<file path="config.mk">
export PLATFORM = sky130hd
export DESIGN_NAME = serial_latch_driver
export DESIGN_NICKNAME = d
export VERILOG_FILES = /design/src/rtl/sld_pkg.sv /design/src/rtl/sld_pace.sv /design/src/rtl/sld_shifter.sv /design/src/rtl/sld_seq.sv /design/src/rtl/serial_latch_driver.sv
export SDC_FILE = /design/constraint.sdc
export NUM_CORES = 1
export LEC_CHECK = 0
export ABC_CLOCK_PERIOD_IN_PS = 1600
export BUFFER_PORTS_ARGS = -buffer_cell sky130_fd_sc_hd__buf_4
export CAP_MARGIN = 10
export CORE_MARGIN = 8
export CORE_UTILIZATION = 48
export CTS_CLUSTER_SIZE = 30
export DETAILED_ROUTE_END_ITERATION = 16
export HOLD_SLACK_MARGIN = 0.12
export PLACE_DENSITY = 0.77
export SLEW_MARGIN = 0
export SYNTH_ARGS = -nofsm -noshare
export SYNTH_HDL_FRONTEND = slang
export SYNTH_SLANG_ARGS = --single-unit
</file>
<file path="constraint.sdc">
create_clock -name clk -period 1.6 [get_ports clk]
set_input_delay 0.24 -clock clk [delete_from_list [all_inputs] [get_ports clk]]
set_output_delay 0.24 -clock clk [all_outputs]
set_load 0.05 [all_outputs]
</file>
<file path="src/rtl/sld_pkg.sv">
package sld_pkg;

  typedef enum logic [2:0] {
    ST_IDLE    = 3'd0,
    ST_SHIFT_L = 3'd1,
    ST_SHIFT_H = 3'd2,
    ST_LATCH_H = 3'd3,
    ST_LATCH_L = 3'd4
  } sld_state_t;

  // Busy length of one transfer: two phases per bit plus two for the latch.
  function automatic int unsigned sld_busy_cycles(input int unsigned width,
                                                  input int unsigned phase);
    return (2 * width + 2) * phase;
  endfunction

  // Counter width able to hold the value n.
  function automatic int unsigned sld_cnt_w(input int unsigned n);
    return (n < 2) ? 1 : $clog2(n + 1);
  endfunction

endpackage

</file>
<file path="src/rtl/sld_pace.sv">
module sld_pace #(
  parameter int unsigned PHASE_CLKS = 5
) (
  input  logic clk,
  input  logic rst,
  input  logic run,
  input  logic restart,
  output logic phase_end
);
  import sld_pkg::*;

  localparam int unsigned CW = sld_cnt_w(PHASE_CLKS);
  localparam logic [CW-1:0] RELOAD = CW'(PHASE_CLKS - 1);

  logic [CW-1:0] cnt_q;

  assign phase_end = run && (cnt_q == '0);

  always_ff @(posedge clk) begin
    if (rst) begin
      cnt_q <= RELOAD;
    end else if (restart || phase_end) begin
      cnt_q <= RELOAD;
    end else if (run) begin
      cnt_q <= cnt_q - 1'b1;
    end
  end

  AST_PACE_RANGE: assert property (@(posedge clk) disable iff (rst)
    cnt_q <= RELOAD) else $error("pace counter out of range");

endmodule

</file>
<file path="src/rtl/sld_shifter.sv">
module sld_shifter #(
  parameter int unsigned DATA_W = 8
) (
  input  logic              clk,
  input  logic              rst,
  input  logic              load,
  input  logic [DATA_W-1:0] load_val,
  input  logic              advance,
  output logic              msb
);
  logic [DATA_W-1:0] sr_q;

  assign msb = sr_q[DATA_W-1];

  always_ff @(posedge clk) begin
    if (rst) begin
      sr_q <= '0;
    end else if (load) begin
      sr_q <= load_val;
    end else if (advance) begin
      sr_q <= {sr_q[DATA_W-2:0], 1'b0};
    end
  end

  AST_NO_LOAD_AND_SHIFT: assert property (@(posedge clk) disable iff (rst)
    !(load && advance)) else $error("load and shift together");

endmodule

</file>
<file path="src/rtl/sld_seq.sv">
module sld_seq #(
  parameter int unsigned DATA_W = 8
) (
  input  logic clk,
  input  logic rst,
  input  logic start,
  input  logic phase_end,
  output logic accept,
  output logic busy,
  output logic shift_adv,
  output logic sclk,
  output logic rclk
);
  import sld_pkg::*;

  localparam int unsigned BW = sld_cnt_w(DATA_W);
  localparam logic [BW-1:0] LAST_BIT = BW'(DATA_W - 1);

  sld_state_t st_q, st_d;
  logic [BW-1:0] bit_q;

  assign busy      = (st_q != ST_IDLE);
  assign accept    = (st_q == ST_IDLE) && start;
  assign shift_adv = phase_end && (st_q == ST_SHIFT_H);

  always_comb begin
    st_d = st_q;
    unique case (st_q)
      ST_IDLE:    if (start) st_d = ST_SHIFT_L;
      ST_SHIFT_L: if (phase_end) st_d = ST_SHIFT_H;
      ST_SHIFT_H: if (phase_end) st_d = (bit_q == LAST_BIT) ? ST_LATCH_H : ST_SHIFT_L;
      ST_LATCH_H: if (phase_end) st_d = ST_LATCH_L;
      ST_LATCH_L: if (phase_end) st_d = ST_IDLE;
      default:    st_d = ST_IDLE;
    endcase
  end

  always_ff @(posedge clk) begin
    if (rst) begin
      st_q  <= ST_IDLE;
      bit_q <= '0;
      sclk  <= 1'b0;
      rclk  <= 1'b0;
    end else begin
      st_q <= st_d;
      sclk <= (st_d == ST_SHIFT_H);
      rclk <= (st_d == ST_LATCH_H);
      if (accept) bit_q <= '0;
      else if (shift_adv) bit_q <= bit_q + 1'b1;
    end
  end

  AST_ACCEPT_DROPS_READY: assert property (@(posedge clk) disable iff (rst)
    accept |=> busy) else $error("ready did not drop");

  AST_BUSY_START_IGNORED: assert property (@(posedge clk) disable iff (rst)
    (busy && start && !phase_end) |=> $stable(bit_q)) else $error("start disturbed sequence");

endmodule

</file>
<file path="src/rtl/serial_latch_driver.sv">
module serial_latch_driver #(
  parameter int unsigned DATA_W     = 8,
  parameter int unsigned PHASE_CLKS = 5
) (
  input  logic              clk,
  input  logic              rst,
  input  logic              start,
  input  logic [DATA_W-1:0] data_in,
  input  logic              drive_en,
  output logic              ready,
  output logic              ser_data,
  output logic              shift_clk,
  output logic              latch_clk,
  output logic              out_en_n
);
  import sld_pkg::*;

  localparam int unsigned BUSY_LEN = sld_busy_cycles(DATA_W, PHASE_CLKS);
  localparam int unsigned LW       = sld_cnt_w(BUSY_LEN + 1);
  localparam int unsigned EW       = sld_cnt_w(DATA_W + 1);
  localparam int unsigned PW       = sld_cnt_w(PHASE_CLKS + 1);

  // Internal events, named for the checks below.
  logic ev_accept;
  logic ev_busy;
  logic ev_phase_end;
  logic ev_shift_adv;

  sld_pace #(.PHASE_CLKS(PHASE_CLKS)) u_pace (
    .clk       (clk),
    .rst       (rst),
    .run       (ev_busy),
    .restart   (ev_accept),
    .phase_end (ev_phase_end)
  );

  sld_seq #(.DATA_W(DATA_W)) u_seq (
    .clk       (clk),
    .rst       (rst),
    .start     (start),
    .phase_end (ev_phase_end),
    .accept    (ev_accept),
    .busy      (ev_busy),
    .shift_adv (ev_shift_adv),
    .sclk      (shift_clk),
    .rclk      (latch_clk)
  );

  sld_shifter #(.DATA_W(DATA_W)) u_shift (
    .clk      (clk),
    .rst      (rst),
    .load     (ev_accept),
    .load_val (data_in),
    .advance  (ev_shift_adv),
    .msb      (ser_data)
  );

  assign ready = !ev_busy;

  always_ff @(posedge clk) begin
    if (rst) out_en_n <= 1'b0;
    else     out_en_n <= !drive_en;
  end

  // Observation counters for the window checks.
  logic [LW-1:0] busy_len_q;
  logic [EW-1:0] sedge_q;
  logic [PW-1:0] shi_q, lhi_q;
  logic          sclk_d_q;

  always_ff @(posedge clk) begin
    if (rst) begin
      busy_len_q <= '0;
      sedge_q    <= '0;
      shi_q      <= '0;
      lhi_q      <= '0;
      sclk_d_q   <= 1'b0;
    end else begin
      sclk_d_q   <= shift_clk;
      busy_len_q <= ready ? '0 : busy_len_q + 1'b1;
      if (ready) sedge_q <= '0;
      else if (shift_clk && !sclk_d_q) sedge_q <= sedge_q + 1'b1;
      shi_q <= shift_clk ? shi_q + 1'b1 : '0;
      lhi_q <= latch_clk ? lhi_q + 1'b1 : '0;
    end
  end

  AST_IDLE_QUIET: assert property (@(posedge clk) disable iff (rst)
    ready |-> (!shift_clk && !latch_clk)) else $error("strobe while idle");

  AST_STROBES_EXCL: assert property (@(posedge clk) disable iff (rst)
    !(shift_clk && latch_clk)) else $error("both strobes high");

  AST_SDO_SETUP: assert property (@(posedge clk) disable iff (rst)
    shift_clk |-> $stable(ser_data)) else $error("data moved near shift strobe");

  AST_EIGHT_EDGES: assert property (@(posedge clk) disable iff (rst)
    $rose(latch_clk) |-> (sedge_q == EW'(DATA_W))) else $error("wrong shift count");

  AST_SHIFT_HIGH_LEN: assert property (@(posedge clk) disable iff (rst)
    $fell(shift_clk) |-> (shi_q == PW'(PHASE_CLKS))) else $error("shift high length");

  AST_LATCH_HIGH_LEN: assert property (@(posedge clk) disable iff (rst)
    $fell(latch_clk) |-> (lhi_q == PW'(PHASE_CLKS))) else $error("latch high length");

  AST_BUSY_LEN: assert property (@(posedge clk) disable iff (rst)
    $rose(ready) |-> (busy_len_q == LW'(BUSY_LEN))) else $error("busy length");

  AST_OE_FOLLOW: assert property (@(posedge clk) disable iff (rst)
    1'b1 |=> (out_en_n == !$past(drive_en))) else $error("enable mismatch");

endmodule

</file>
# Word level (Yosys, flattened, before mapping)
# Cells that the tools add are included.
# word_totals
reg_bits	21
in_bits	12
output_inout_bits	5
wordCells	37
# op_classes
addsub	2
n_eq_ne	7
muxes	9
reduce_logical	12
# op_table
cell	n
$mux W8	2
$mux W3	5
$pmux W3 S5	1
$eq A3 B2 Y1 const B	4
$logic_not A3 Y1	2
$add A4 B1 Y4 const B	1
$eq A4 B3 Y1 const B	1
$reduce_or A2 Y1	2
$eq A3 B1 Y1 const B	1
$eq A3 B3 Y1 const B	1
$logic_and A1 B1 Y1	3
$reduce_bool A3 Y1	1
$sub A3 B1 Y3 const B	1
$logic_not A1 Y1	2
$mux W2	1
$reduce_bool A2 Y1	1
$logic_or A1 B1 Y1	1

# Logic depth before layout (Yosys ltp)
# depth
word_depth	5
depth_mapped	6
ltp_nobuf	6

# Modules after synthesis
# From an unflattened synthesis, not the netlist that was laid out.
# hier_totals
hier_cells	103
area_unflattened_um2	1017.2
# modules_own_cells
mod	instances	cells_per_inst	area_each_um2	seq_area_each_um2
sld_seq	1	47	431.7	180.2
sld_shifter	1	35	369.1	160.2
sld_pace	1	18	188.9	60.1
serial_latch_driver	1	3	27.5	20.0

# Worst setup path before layout
# Ideal clock, no wire load.
# synth_path
path_type	reg-to-reg
startpoint	reg u_seq.st_q[2]
endpoint	reg u_pace.cnt_q[2]
setup_ns	0.117
arrival_ns	1.605
required_time_ns	1.483
slack_ns	-0.122
path_stages_with_launch	6
n_path_buf	1
period_less_slack_ns	1.722
path_cell_list	dfxtp_1 buf_4 nor3_2 nor2_1 o22ai_1 nand2b_1
# synth_between
elab_chain_len	4
word_cells_on_any_way	6
cone_classes	6 x reduce/logical
# synth_lines
element	line	source
start, declared	sld_seq.sv:19	sld_state_t st_q, st_d;
start signal, assigned	sld_seq.sv:45	st_q <= st_d;
$logic_not A3 Y1 / $reduce_bool A3 Y1 (equally long branches)	sld_seq.sv:23, sld_seq.sv:22	
$logic_and A1 B1 Y1 (on tied branches)	sld_seq.sv:23, sld_pace.sv:17	
$logic_or A1 B1 Y1	sld_pace.sv:22	end else if (restart || phase_end) begin
$reduce_or A2 Y1 (no line)	--	
end signal, assigned	sld_pace.sv:25	cnt_q <= cnt_q - 1'b1;
end, declared	sld_pace.sv:15	logic [CW-1:0] cnt_q;
# Several ways; a longest one is shown, not always the timed one.
# A chain may end at the register's enable or synchronous reset.

# Worst setup path in the final report
# layout_path
startpoint	reg u_pace.cnt_q[1]
endpoint	reg u_seq.sclk
# layout_between
elab_chain_len	5
word_cells_on_any_way	8
cone_classes	1 x eq/ne; 5 x mux; 2 x reduce/logical
# layout_lines
element	line	source
$logic_not A3 Y1 (*)	sld_pace.sv:17	assign phase_end = run && (cnt_q == '0);
$logic_and A1 B1 Y1 (*)	sld_pace.sv:17	
$mux W3 (on tied branches)	--	
$pmux W3 S5 (*)	sld_seq.sv:28	unique case (st_q)
$eq A3 B2 Y1 (*)	sld_seq.sv:46	sclk <= (st_d == ST_SHIFT_H);
end signal, assigned	sld_seq.sv:46	
end, declared	sld_seq.sv:11	output logic sclk,
# Every way passes the cells marked *; elsewhere a longest branch is shown, timed or not.

==> results by group <==
Status
  – Outcome: complete, no violations

Detailed routing
  – DRT iter0 DRCs: 17
  – DR vias/cell: 5.24
  – Post-route antenna net violation count: 0
  – Residual DRC: 0
  – DR vias: 833
  – Detailed Routing Iterations Pass 1: 4
  – Wirelength per Cell: 12.5 um
  – Final wirelength: 1.99 mm

Timing
  – Pins Over Slew Limit: 0
  – Unrepaired setup endpoints after global routing: false
  – Worst-Margin Slew: 0.397 ns
  – WHS: 0.174 ns
  – Final setup fails: 0
  – Final period util: 96.4%
  – Max Fclk: 649 MHz
  – Clk_skew: 0.0104 ns
  – Final hold vios: 0
  – Max transition margin: 73.5%
  – Fin crit period: 1.54 ns

Setup path
  – Crit-path max FO: 4
  – Critical Path AT: 1.75 ns
  – CP Capture Type: flip-flop
  – Category of the most critical setup path: flip-flop to flip-flop
  – Worst endpoint required time: 1.81 ns
  – CP Launch Type: flip-flop
  – R2R Setup Slk: 0.06 ns

Floorplan
  – IO Pins: 17
  – Die W: 61.7 um
  – Die Ht: 61.7 um
  – Die footprint: 0.00381 mm2
  – Core Region: 0.00196 mm2
  – FP Rows: 16
  – Initial core utilization: 51.1%

Place
  – Port Buffers: 16
  – Placed inst area: 0.00116 mm2
  – DP HPWL: 1.48 mm
  – RePlAce Congestion: 0.786

Pwr
  – Worst VDD drop: 0.598 mV
  – Pwr dens: 886 mW/mm2
  – Leakage: 0.533 nW

Logic synthesis
  – Synth unique cells: 36
  – Largest area contributor in the netlist: dfxtp_1
  – Syn Area/Cell: 9.12 um2
  – Yosys warns: 0
  – Synth Instances: 110
  – Top_reg_cell synth: dfxtp_1
  – Yosys top cell area share: 41.9%
  – FFs w/ async S/R, synth: 0%
  – Sequential element share of the synthesized area: 41.9%
  – Top post-synthesis cells by count: dfxtp_1, a21oi_1, nand2_1, nor2_1, a22oi_1
  – Most common cell in the netlist: dfxtp_1
  – Synth Cell Area: 0.00100 mm2
  – Synthesized flop and latch total: 21
  – Synth area leaders: dfxtp_1, a21oi_1, a22oi_1
  – Post-synth EDFFs: 0
  – Synth Net Count: 125

Final layout
  – Area of the multi-input gates: 571 um2
  – Area Growth Syn to Fin: 24.3%
  – Seq. cell area: 422 um2
  – Nets: 148
  – Ant diodes: 0
  – Design area: 0.00125 mm2
  – Share of cells above drive strength 1: 34.1%
  – Filler cells: 165

Global routing
  – Global-route wire length before repair: 3.35 mm
  – Initial antenna violation count: 0
  – Vias in the first global route: 768
  – Global Route Usage Sum: 11.8%
  – Total grt overflow: 0
  – Largest net degree at the start of global routing: 15

Hold path
  – Hold WC Path Type: primary input to flip-flop

Job
  – Max-cap violation count: 0

Clock tree
  – CTS sink cnt: 21
  – Cts bufs inserted: 3
  – Worst skew pair latency: 0.31 ns
  – CTS tree: built
  – Worst-path clk slew: 0.12 ns
  – H-tree lvl count: 1
  – Clock Tree Buf Depth: 2
  – Root Driver: clkbuf_4
## report_power, final
group          internal [mW]  switching (mW)
logic                  0.132           0.138
registers              0.553          0.0282
clock network         0.0935           0.159
## cell families (layout without fill, tap and decap cells)
group,Yosys count,after routing,share of synthesized area [%]
and+or+nand+nor,45,45,28.1
AOI/OAI and AO/OA,28,28,16.8
DFF,21,21,41.9
buffers and inverters,8,30,4.74
adders and majority gates,3,3,3.74
xor gates and xnor gates,3,3,2.62
muxes,2,2,2.12
## metal layers
metal	part of all wire (%)	wire [um]	track usage (%)
met3	6.3	126	4.73
met2	50	999	18.5
met1	41	818	13.6
met5	0	0	0
met4	2.0	40	5.52
## through the flow
step / utilization (%) / power (mW) / cells / setup TNS (ns) / setup slack (ns)
after floorplan: - / 0.764 / 110 / 0 / 0.0192
after global placement: 59.3 / 0.825 / 152 / 0 / 0.0485
after detailed placement: 59.3 / 0.833 / 152 / -0.0158 / -0.00968
after CTS: 62.6 / 1.10 / 159 / 0 / 0.0103
after global routing: 63.6 / 1.17 / 159 / 0 / 0.0106
final: 63.6 / 1.11 / 159 / 0 / 0.0580
## cells in the final DEF (no fill, tap or decap), drive strengths merged, types with 2 or more instances in the layout
master	instances
nand2	9
nand3	3
o21ai	4
nand2b	2
nor2	12
buf	23
a21oi	13
dfxtp	21
nor3	4
inv	2
clkbuf	3
and3	2
ha	3
xnor2	3
or3b	2
a22oi	7
nor2b	5
## critical path, cell delays in order (launching register included)
cell and delay [ns]:
dfxtp_1 0.34, inv_2 0.08, ha_4 0.14, nor2b_4 0.15
mux2_2 0.35, a22o_2 0.24, and3_1 0.14
## repair_timing
item                                    in CTS  in global routing
hold buffers                                 1                  0
pin swaps                                    3                  0
endpoints found under the setup margin       7                 13
buffers inserted                             2                  0
resized for setup                            4                  5
endpoints found under the hold margin        1                  0
## cell type report
| class | instances | share of cell area [%] |
|---|---|---|
| Clock inverter | 1 | 0.401 |
| Multi-Input combinational cell | 81 | 45.7 |
| Timing Repair Buffer | 24 | 14.9 |
| Clock buffer | 3 | 1.81 |
| Inverter | 2 | 0.602 |
| Sequential cell | 21 | 33.8 |
| Tap cell | 27 | 2.71 |
## sequential cells by signal (all words and copies together), names as in the netlist
signal	count
out_en_n	1
u_pace.cnt_q	3
u_seq.bit_q	4
u_seq.rclk	1
u_seq.sclk	1
u_seq.st_q	3
u_shift.sr_q	8
## worst paths after layout
kind | start | depth (start not counted) | to
setup reg to reg | u_pace.cnt_q[1] | 6 | u_seq.sclk
hold / removal | data_in[0] | 3 | u_shift.sr_q[0]
setup / recovery | u_pace.cnt_q[1] | 6 | u_seq.sclk
hold reg to reg | u_shift.sr_q[5] | 2 | u_shift.sr_q[5]
(Power assumes the default switching activity.)
